[config.mk]
export PLATFORM = sky130hd
export DESIGN_NAME = prog_cycle_ctrl
export DESIGN_NICKNAME = d
export VERILOG_FILES = /design/src/rtl/pcc_pkg.sv /design/src/rtl/pcc_sequencer.sv /design/src/rtl/pcc_timer.sv /design/src/rtl/pcc_array.sv /design/src/rtl/prog_cycle_ctrl.sv
export SDC_FILE = /design/constraint.sdc
export NUM_CORES = 2
export LEC_CHECK = 0
export ABC_AREA = 0
export BUFFER_PORTS_ARGS = -buffer_cell sky130_fd_sc_hd__buf_2
export CORE_UTILIZATION = 45
export DETAILED_ROUTE_END_ITERATION = 10
export PLACE_DENSITY = 0.61
export SLEW_MARGIN = 20
export SYNTH_ARGS = -nofsm -noshare
export SYNTH_HDL_FRONTEND = slang
export SYNTH_SLANG_ARGS = --single-unit
[constraint.sdc]
create_clock -name clk -period 5.25 [get_ports clk]
set_clock_uncertainty 0.2 [all_clocks]
set_input_delay 0 -clock clk [delete_from_list [all_inputs] [get_ports clk]]
set_output_delay 0 -clock clk [all_outputs]
set_load 0.02 [all_outputs]
[src/rtl/pcc_pkg.sv]
package pcc_pkg;

    typedef enum logic [1:0] {
        OPC_SPECIAL = 2'b00,
        OPC_WRITE   = 2'b01,
        OPC_READ    = 2'b10,
        OPC_ERASE   = 2'b11
    } pcc_opc_e;

    typedef enum logic [2:0] {
        ACT_NONE,
        ACT_WEN_ON,
        ACT_WEN_OFF,
        ACT_WRITE,
        ACT_ERASE,
        ACT_FILL_ONES,
        ACT_FILL_DATA
    } pcc_act_e;

    typedef struct packed {
        logic busy;
        logic stat_en;
    } pcc_stat_t;

    function automatic pcc_act_e pcc_classify(input logic [1:0] op, input logic [1:0] sub);
        pcc_act_e a;
        case (op)
            OPC_WRITE: a = ACT_WRITE;
            OPC_ERASE: a = ACT_ERASE;
            OPC_READ:  a = ACT_NONE;
            default: begin
                case (sub)
                    2'b11:   a = ACT_WEN_ON;
                    2'b00:   a = ACT_WEN_OFF;
                    2'b10:   a = ACT_FILL_ONES;
                    default: a = ACT_FILL_DATA;
                endcase
            end
        endcase
        return a;
    endfunction

    function automatic logic pcc_is_program(input pcc_act_e a);
        return (a == ACT_WRITE) || (a == ACT_ERASE) ||
               (a == ACT_FILL_ONES) || (a == ACT_FILL_DATA);
    endfunction

endpackage

[src/rtl/pcc_sequencer.sv]
module pcc_sequencer
    import pcc_pkg::*;
#(
    parameter int ADDR_W = 7,
    parameter int DATA_W = 16
) (
    input  logic              clk,
    input  logic              rst,
    input  logic              sel,
    input  logic              sclk_rise,
    input  logic              cmd_valid,
    input  logic [1:0]        cmd_op,
    input  logic [ADDR_W-1:0] cmd_addr,
    input  logic [DATA_W-1:0] cmd_data,
    input  logic              busy,
    output logic              launch,
    output logic              sel_fall,
    output logic              wen,
    output pcc_act_e          job_act,
    output logic [ADDR_W-1:0] job_addr,
    output logic [DATA_W-1:0] job_data
);

    logic     sel_q;
    logic     armed_q;
    logic     wen_q;
    logic     accept;
    pcc_act_e new_act;

    assign sel_fall = sel_q & ~sel;
    assign accept   = cmd_valid & sel & ~busy;
    assign new_act  = pcc_classify(cmd_op, cmd_addr[ADDR_W-1 -: 2]);

    always_ff @(posedge clk) begin
        if (rst) begin
            sel_q    <= 1'b0;
            armed_q  <= 1'b0;
            wen_q    <= 1'b0;
            job_act  <= ACT_NONE;
            job_addr <= '0;
            job_data <= '0;
        end else begin
            sel_q <= sel;
            if (accept) begin
                case (new_act)
                    ACT_WEN_ON:  wen_q <= 1'b1;
                    ACT_WEN_OFF: wen_q <= 1'b0;
                    default:     wen_q <= wen_q;
                endcase
                armed_q  <= pcc_is_program(new_act);
                job_act  <= new_act;
                job_addr <= cmd_addr;
                job_data <= cmd_data;
            end else if (armed_q && (sclk_rise || sel_fall)) begin
                armed_q <= 1'b0;
            end
        end
    end

    assign launch = armed_q & sel_fall & ~sclk_rise & wen_q & ~busy;
    assign wen    = wen_q;

    AST_WEN_CMD_ONLY: assert property (@(posedge clk) disable iff (rst)
        !$stable(wen_q) |-> $past(cmd_valid)) else $error("wen changed without instruction");

    AST_NO_LAUNCH_AFTER_CLK: assert property (@(posedge clk) disable iff (rst)
        (armed_q && sclk_rise && !accept) |=> !launch) else $error("late launch");

endmodule

[src/rtl/pcc_timer.sv]
module pcc_timer #(
    parameter int CYCLE_CLKS = 2_500_000
) (
    input  logic clk,
    input  logic rst,
    input  logic launch,
    output logic busy,
    output logic done
);

    localparam int CYC_W = $clog2(CYCLE_CLKS + 1);
    localparam logic [CYC_W-1:0] LOAD_VAL = CYC_W'(CYCLE_CLKS - 1);

    logic [CYC_W-1:0] cnt_q;
    logic             busy_q;

    assign done = busy_q && (cnt_q == '0);

    always_ff @(posedge clk) begin
        if (rst) begin
            cnt_q  <= '0;
            busy_q <= 1'b0;
        end else if (launch && !busy_q) begin
            cnt_q  <= LOAD_VAL;
            busy_q <= 1'b1;
        end else if (done) begin
            busy_q <= 1'b0;
        end else if (busy_q) begin
            cnt_q <= cnt_q - 1'b1;
        end
    end

    assign busy = busy_q;

    AST_CNT_BOUND: assert property (@(posedge clk) disable iff (rst)
        busy_q |-> (cnt_q <= LOAD_VAL)) else $error("timer overrun");

    AST_BUSY_START: assert property (@(posedge clk) disable iff (rst)
        $rose(busy_q) |-> $past(launch)) else $error("busy without launch");

endmodule

[src/rtl/pcc_array.sv]
module pcc_array
    import pcc_pkg::*;
#(
    parameter int ADDR_W = 7,
    parameter int DATA_W = 16
) (
    input  logic              clk,
    input  logic              rst,
    input  logic              commit,
    input  pcc_act_e          act,
    input  logic [ADDR_W-1:0] addr,
    input  logic [DATA_W-1:0] data,
    input  logic [ADDR_W-1:0] rd_addr,
    output logic [DATA_W-1:0] rd_data
);

    localparam int DEPTH = 1 << ADDR_W;

    logic [DEPTH*DATA_W-1:0] flat;

    for (genvar w = 0; w < DEPTH; w++) begin : g_word
        logic [DATA_W-1:0] word_q;
        logic              hit;

        assign hit = (addr == ADDR_W'(w));

        always_ff @(posedge clk) begin
            if (rst) begin
                word_q <= '1;
            end else if (commit) begin
                case (act)
                    ACT_WRITE:     if (hit) word_q <= data;
                    ACT_ERASE:     if (hit) word_q <= '1;
                    ACT_FILL_ONES: word_q <= '1;
                    ACT_FILL_DATA: word_q <= data;
                    default:       word_q <= word_q;
                endcase
            end
        end

        assign flat[w*DATA_W +: DATA_W] = word_q;
    end

    assign rd_data = flat[rd_addr*DATA_W +: DATA_W];

endmodule

[src/rtl/prog_cycle_ctrl.sv]
module prog_cycle_ctrl
    import pcc_pkg::*;
#(
    parameter int ADDR_W     = 7,
    parameter int DATA_W     = 16,
    parameter int CYCLE_CLKS = 2_500_000
) (
    input  logic              clk,
    input  logic              rst,
    input  logic              sel,
    input  logic              sclk_rise,
    input  logic              start_seen,
    input  logic              cmd_valid,
    input  logic [1:0]        cmd_op,
    input  logic [ADDR_W-1:0] cmd_addr,
    input  logic [DATA_W-1:0] cmd_data,
    input  logic [ADDR_W-1:0] rd_addr,
    output logic [DATA_W-1:0] rd_data,
    output logic              busy,
    output logic              q_oe,
    output logic              q_out
);

    logic              launch;
    logic              sel_fall;
    logic              wen;
    logic              done;
    pcc_act_e          job_act;
    logic [ADDR_W-1:0] job_addr;
    logic [DATA_W-1:0] job_data;
    pcc_stat_t         stat;

    pcc_sequencer #(.ADDR_W(ADDR_W), .DATA_W(DATA_W)) u_seq (
        .clk       (clk),
        .rst       (rst),
        .sel       (sel),
        .sclk_rise (sclk_rise),
        .cmd_valid (cmd_valid),
        .cmd_op    (cmd_op),
        .cmd_addr  (cmd_addr),
        .cmd_data  (cmd_data),
        .busy      (stat.busy),
        .launch    (launch),
        .sel_fall  (sel_fall),
        .wen       (wen),
        .job_act   (job_act),
        .job_addr  (job_addr),
        .job_data  (job_data)
    );

    pcc_timer #(.CYCLE_CLKS(CYCLE_CLKS)) u_tmr (
        .clk    (clk),
        .rst    (rst),
        .launch (launch),
        .busy   (stat.busy),
        .done   (done)
    );

    pcc_array #(.ADDR_W(ADDR_W), .DATA_W(DATA_W)) u_arr (
        .clk     (clk),
        .rst     (rst),
        .commit  (done),
        .act     (job_act),
        .addr    (job_addr),
        .data    (job_data),
        .rd_addr (rd_addr),
        .rd_data (rd_data)
    );

    always_ff @(posedge clk) begin
        if (rst) begin
            stat.stat_en <= 1'b0;
        end else if (launch) begin
            stat.stat_en <= 1'b1;
        end else if (!stat.busy && (start_seen || sel_fall)) begin
            stat.stat_en <= 1'b0;
        end
    end

    assign busy  = stat.busy;
    assign q_oe  = sel & stat.stat_en;
    assign q_out = ~stat.busy;

    AST_BUSY_NEEDS_WEN: assert property (@(posedge clk) disable iff (rst)
        $rose(busy) |-> $past(wen)) else $error("cycle while disabled");

    AST_READY_LEVEL: assert property (@(posedge clk) disable iff (rst)
        ($fell(busy) && sel) |-> (q_oe && q_out)) else $error("no ready level");

    AST_ARRAY_FROZEN: assert property (@(posedge clk) disable iff (rst)
        (busy && $past(busy) && $stable(rd_addr)) |-> $stable(rd_data)) else $error("array moved mid-cycle");

endmodule

---- Word-level counts from Yosys, hierarchy flattened ----
Index checks and enable logic that the tools add are counted.
W data, S select, Z words.
storage, ports and cells
  register bits after elaboration ......... 2101
  bits of input ports ..................... 38
  output and inout port bits .............. 19
  word-level logic and storage cells ...... 1098
cells by class
  reductions and logical operators ........ 151
  add/sub/neg operators ................... 1
  shift-type cells ........................ 1
  equality and inequality tests ........... 399
  bitwise logic cells ..................... 12
  mux-type cells .......................... 396
operators with widths
  kind                     count
  $pmux W16 S4             128
  $mux W16                 256
  $shiftx A2048 B12 Y16    1
  $ne A2 B1 Y1 const B     257
  $reduce_and A4 Y1        128
  $eq A7 B7 Y1 const B     64
  $eq A7 B6 Y1 const B     32
  $eq A7 B5 Y1 const B     16
  $mux W22                 3
  $eq A7 B4 Y1 const B     8
  $eq A7 B3 Y1 const B     4
  $logic_not A22 Y1        1
  $sub A22 B1 Y22 const B  1
  $eq A3 B3 Y1 const B     6
  $pmux W3 S3              2
  $eq A7 B2 Y1 const B     2
  $reduce_bool A2 Y1       5
  $eq A3 B2 Y1 const B     3
  $and A1 B1 Y1            8
  $eq A2 B2 Y1 const B     4
  $eq A7 B1 Y1 const B     1
  $logic_not A7 Y1         1
  $mux W1                  6
  $reduce_and A2 Y1        3
  10 further kinds         20

---- Depth between registers and ports, before layout ----
  depth after elaboration ................. 9
  gate-level depth with buffers ........... 10
  depth with buffers taken out ............ 7

---- By module ----
A second synthesis with hierarchy kept.
second synthesis, totals
  cells, all modules ...................... 8716
  area, all modules ....................... 94119.0 µm²
by module, submodules not included
  module           instances  cells an instance  area an instance (µm²)  seq. area each (µm²)
  pcc_array        1          8421               91614.1                 40999.3
  pcc_timer        1          143                1263.7                  460.4
  pcc_sequencer    1          145                1184.9                  580.6
  prog_cycle_ctrl  1          7                  56.3                    20.0

---- Least setup slack after synthesis ----
No wires, ideal clock.
  path kind ............................... input port to output port
  start ................................... input rd_addr[0]
  end ..................................... output rd_data[0]
  stages on the path ...................... 7
  slack ................................... 2258 ps
  buffers on the path ..................... 3
  data arrival time ....................... 2792 ps
  path through ............................ clkbuf_1 > clkbuf_1 > buf_1 > mux4_2 > mux4_2 > mux4_2 > mux2_2
between the ends
  cells in the longest elaborated chain, start to end .. 1
RTL lines
  what                   line                   RTL
  start, declared        prog_cycle_ctrl.sv:17  input logic [ADDR_W-1:0] rd_addr,
  $shiftx A2048 B12 Y16  pcc_array.sv:44        assign rd_data = flat[rd_addr*DATA_W +: DATA_W];
  end, declared          prog_cycle_ctrl.sv:18  output logic [DATA_W-1:0] rd_data,
No other way between the ends.

---- Worst setup path after layout ----
  start ................................... register u_arr.g_word[121].word_q[2]
  end ..................................... output rd_data[2]
between the ends
  cells in the longest elaborated chain, start to end .. 1
RTL lines
  what                    line             RTL
  start, declared         pcc_array.sv:22  logic [DATA_W-1:0] word_q;
  start signal, assigned  pcc_array.sv:32  ACT_WRITE: if (hit) word_q <= data;
  start signal, assigned  pcc_array.sv:35  ACT_FILL_DATA: word_q <= data;
  start signal, assigned  pcc_array.sv:36  default: word_q <= word_q;
  $shiftx A2048 B12 Y16   pcc_array.sv:44
No other way between the ends.

==> flow_summary.yaml <==
setup_path:
  cp-end-kind: "output port"
  crit_top_cell: "mux4_2"
  r2r-start: "u_tmr.cnt_q[4]"
  max_stage_delay_ns: 0.66
  crit_arrival_ns: 3.54
  path_cells: "mux4_2 > mux4_2 > mux4_2 > mux2_2 > buf_2"
  required_ns: 5.05
  crit_path_start_kind: "register"
  critPathBufInv: 1
  cpMaxStageDelayCell: "mux4_2"
  path_class: "reg -> out"
  cp_max_fo: 2
  crit_family: "multiplexers"
  cp-startpoint: "u_arr.g_word[121].word_q[2]"
cts:
  cts_tree: "yes"
  numCtsBuffers: 215
  htreeDepth: 4
  cts.clk_slew.worst_paths_ns: 0.06
  clock-sinks: 2101
  clockBufferDepth: 3
  root_buffer: "clkbuf_16"
  cts.hold.buffers_added: 114
  ctsResizeCount: 0
  clkLatencyLatePin_ns: 0.87
  cts_setup_buffers: 0
placement:
  io_buffers: 56
  placed_cells: 10400
  place_hpwl_um: 149000
  gp_congestion: 0.842
hold_path:
  worstHoldStart: "rst"
  hp-class: "in -> reg"
detailed_routing:
  vias: 65700
  drc: 0
  drt_iter0_drc: 5512
  vias_per_cell: 6.04
  first_pass_iters: 5
  totalWireLength_um: 250000
  ant_nets: 0
  routedWlPerCell_um: 23.0
finish:
  syn_to_final_growth_pct: 9.62
  nNetsFinal: 8076
  stdcell_count: 10900
  layout-drive-gt1-share_pct: 29.4
  fillCellCount: 17800
timing:
  final.min_clock_period_ns: 3.74
  finalHoldViolCount: 0
  fin_crit_sh_pct: 71.2
  setup_violations: 0
  relSlewSlack_pct: 17.7
  timing.setup.tns_ns: 0
  max_slew.worst_pin.slew_ns: 1.23
  clock.fmax_ghz: 0.267
  rsz0062_at_grt: "false"
  slew_viol_final: 0
global_routing:
  grt_pass1_vias: 62100
  gr-total-overflow: 0
  grt_usage_pct: 23.8
  grt_pass1_wl_um: 383000
  antenna_found_initial: 15
  grt_max_degree: 241
synthesis:
  synthSimpleGateAreaFrac_pct: 14.9
  synth_area_sq_um: 92300
  synth-edff-count: 0
  synthCells: 8503
  synthDistinctLibCells: 50
  async_reset_ff_share_pct: 0
  synthMuxAreaShare_pct: 16.6
  ys_warn_count: 0
  synth_xor_area_share_pct: 0.161
  synth_area_per_cell_sq_um: 10.9
  synth_top_family_by_area: "multiplexers"
  synth-compound-area-share_pct: 16.3
  synthAdderAreaFrac_pct: 0.0813
  ys.flop_type: "dfxtp_1"
  ys_seq_area_share_pct: 45.6
  ys_seq_elements: 2101
  synth_nets: 8547
pwr:
  ir_drop_mv: 0.244
  power_density_nw_per_um2: 328
  cellLeakagePower_nw: 30.8
floorplanning:
  die_h_um: 455
  coreArea_sq_um: 203000
  ios: 57
  die_x_um: 455
  start_util_pct: 45.5
  placement_rows: 165
  dieArea_sq_um: 207000
run_status:
  outcome: "completed"
run:
  max_cap_viol_count: 0
==> state kept, by name (all words and copies together) (netlist names) <==
register / flops
u_tmr.busy: 1
u_seq.job_act: 3
u_arr.g_word.word_q: 2048
u_tmr.cnt_q: 22
u_seq.armed_q: 1
stat: 1
u_seq.job_addr: 7
u_seq.sel_q: 1
u_seq.wen: 1
u_seq.job_data: 16
==> report_power, final <==
| part | switching (mW) | internal [mW] |
|---|---|---|
| Combinational | 1.43 | 0.493 |
| Clock | 6.47 | 8.84 |
| Sequential | 0.0237 | 16.0 |
| Total | 7.92 | 25.3 |
==> worst reg2reg max path: stages, from the launching register on <==
cell     delay [ns]
dfxtp_1        0.34
or4_1          0.67
or4_4          0.60
buf_12         0.26
nor4_4         0.73
buf_4          0.50
nor3_1         0.13
a21oi_2        0.17
==> cell usage after synthesis, drive strengths merged, types with 3 or more instances <==
cell	n	area share, %
or4	5	0.041
mux2	16	0.20
nor2b	5	0.034
and2	3	0.020
nand3	3	0.016
buf	471	3.7
inv	12	0.049
a22oi	128	1.0
nor4bb	6	0.065
mux4	672	16
nor4b	6	0.057
o211ai	7	0.057
xor2	14	0.13
dfxtp	2101	46
and4b	4	0.043
nand3b	3	0.024
nor3	2059	11
nand4	6	0.041
a21oi	2090	15
clkbuf	635	2.6
ha	6	0.081
nand2	50	0.20
nor3b	4	0.033
nor4	131	3.0
nor2	31	0.13
xnor2	3	0.028
o21ai	8	0.043
and3b	3	0.028
==> through the flow <==
step	setup slack, ns	util (%)	cell area (sq um)	hold WS [ns]	power (mW)
floorplan	2.26	-	92300	-0.0718	17.6
global placement	1.68	45.8	92900	0.0475	18.2
detailed placement	1.69	45.8	92900	0.0503	18.2
CTS	1.44	49.9	101000	0.190	33.5
global route	1.41	49.9	101000	0.270	34.2
finish	1.51	49.9	101000	0.251	33.2
==> per-layer routing <==
metal	vias to the layer above	wire [um]	GRT usage (%)
met5	-	0	0
met4	0	7120	7.59
met1	32600	112000	33.5
li1	30800	-	-
met3	333	15600	3.56
met2	1845	115000	37.4
==> cell families after synthesis <==
group,Yosys count
flip-flops,2101
XOR/XNOR,17
buffers and inverters,1118
multiplexers,688
AO/OA/AOI/OAI,2246
adder cells (fa/ha/maj),6
AND/OR/NAND/NOR,2327
==> final cells by class <==
class / instances / area, sq um / area share (%)
antenna: 6 / 15.0 / 0.0148
clock buffer: 338 / 6600 / 6.52
clock inverter: 44 / 502 / 0.496
inverter: 12 / 45.0 / 0.0445
multi-input combinational: 5284 / 44700 / 44.2
sequential: 2101 / 42100 / 41.6
tap: 2672 / 3340 / 3.30
timing repair buffer: 418 / 3940 / 3.89
==> worst paths after layout <==
path | slack (ns) | end | cells past startpoint
hold / removal | 0.25 | u_arr.g_word[116].word_q[14] | 4
setup reg to reg | 1.59 | u_arr.g_word[47].word_q[10] | 7
hold reg to reg | 0.29 | u_arr.g_word[68].word_q[6] | 2
setup / recovery | 1.51 | rd_data[2] | 5
==> cell usage in the layout, fill, tap and decap left out, drive strengths merged, types with 50 or more instances in the layout <==
cell type	instances
dfxtp	2101
buf	304
dlygate4sd3	114
a21oi	2090
nand2	50
nor3	2059
nor4	131
clkbuf	338
a22oi	128
mux4	672
(Power assumes the default switching activity.)
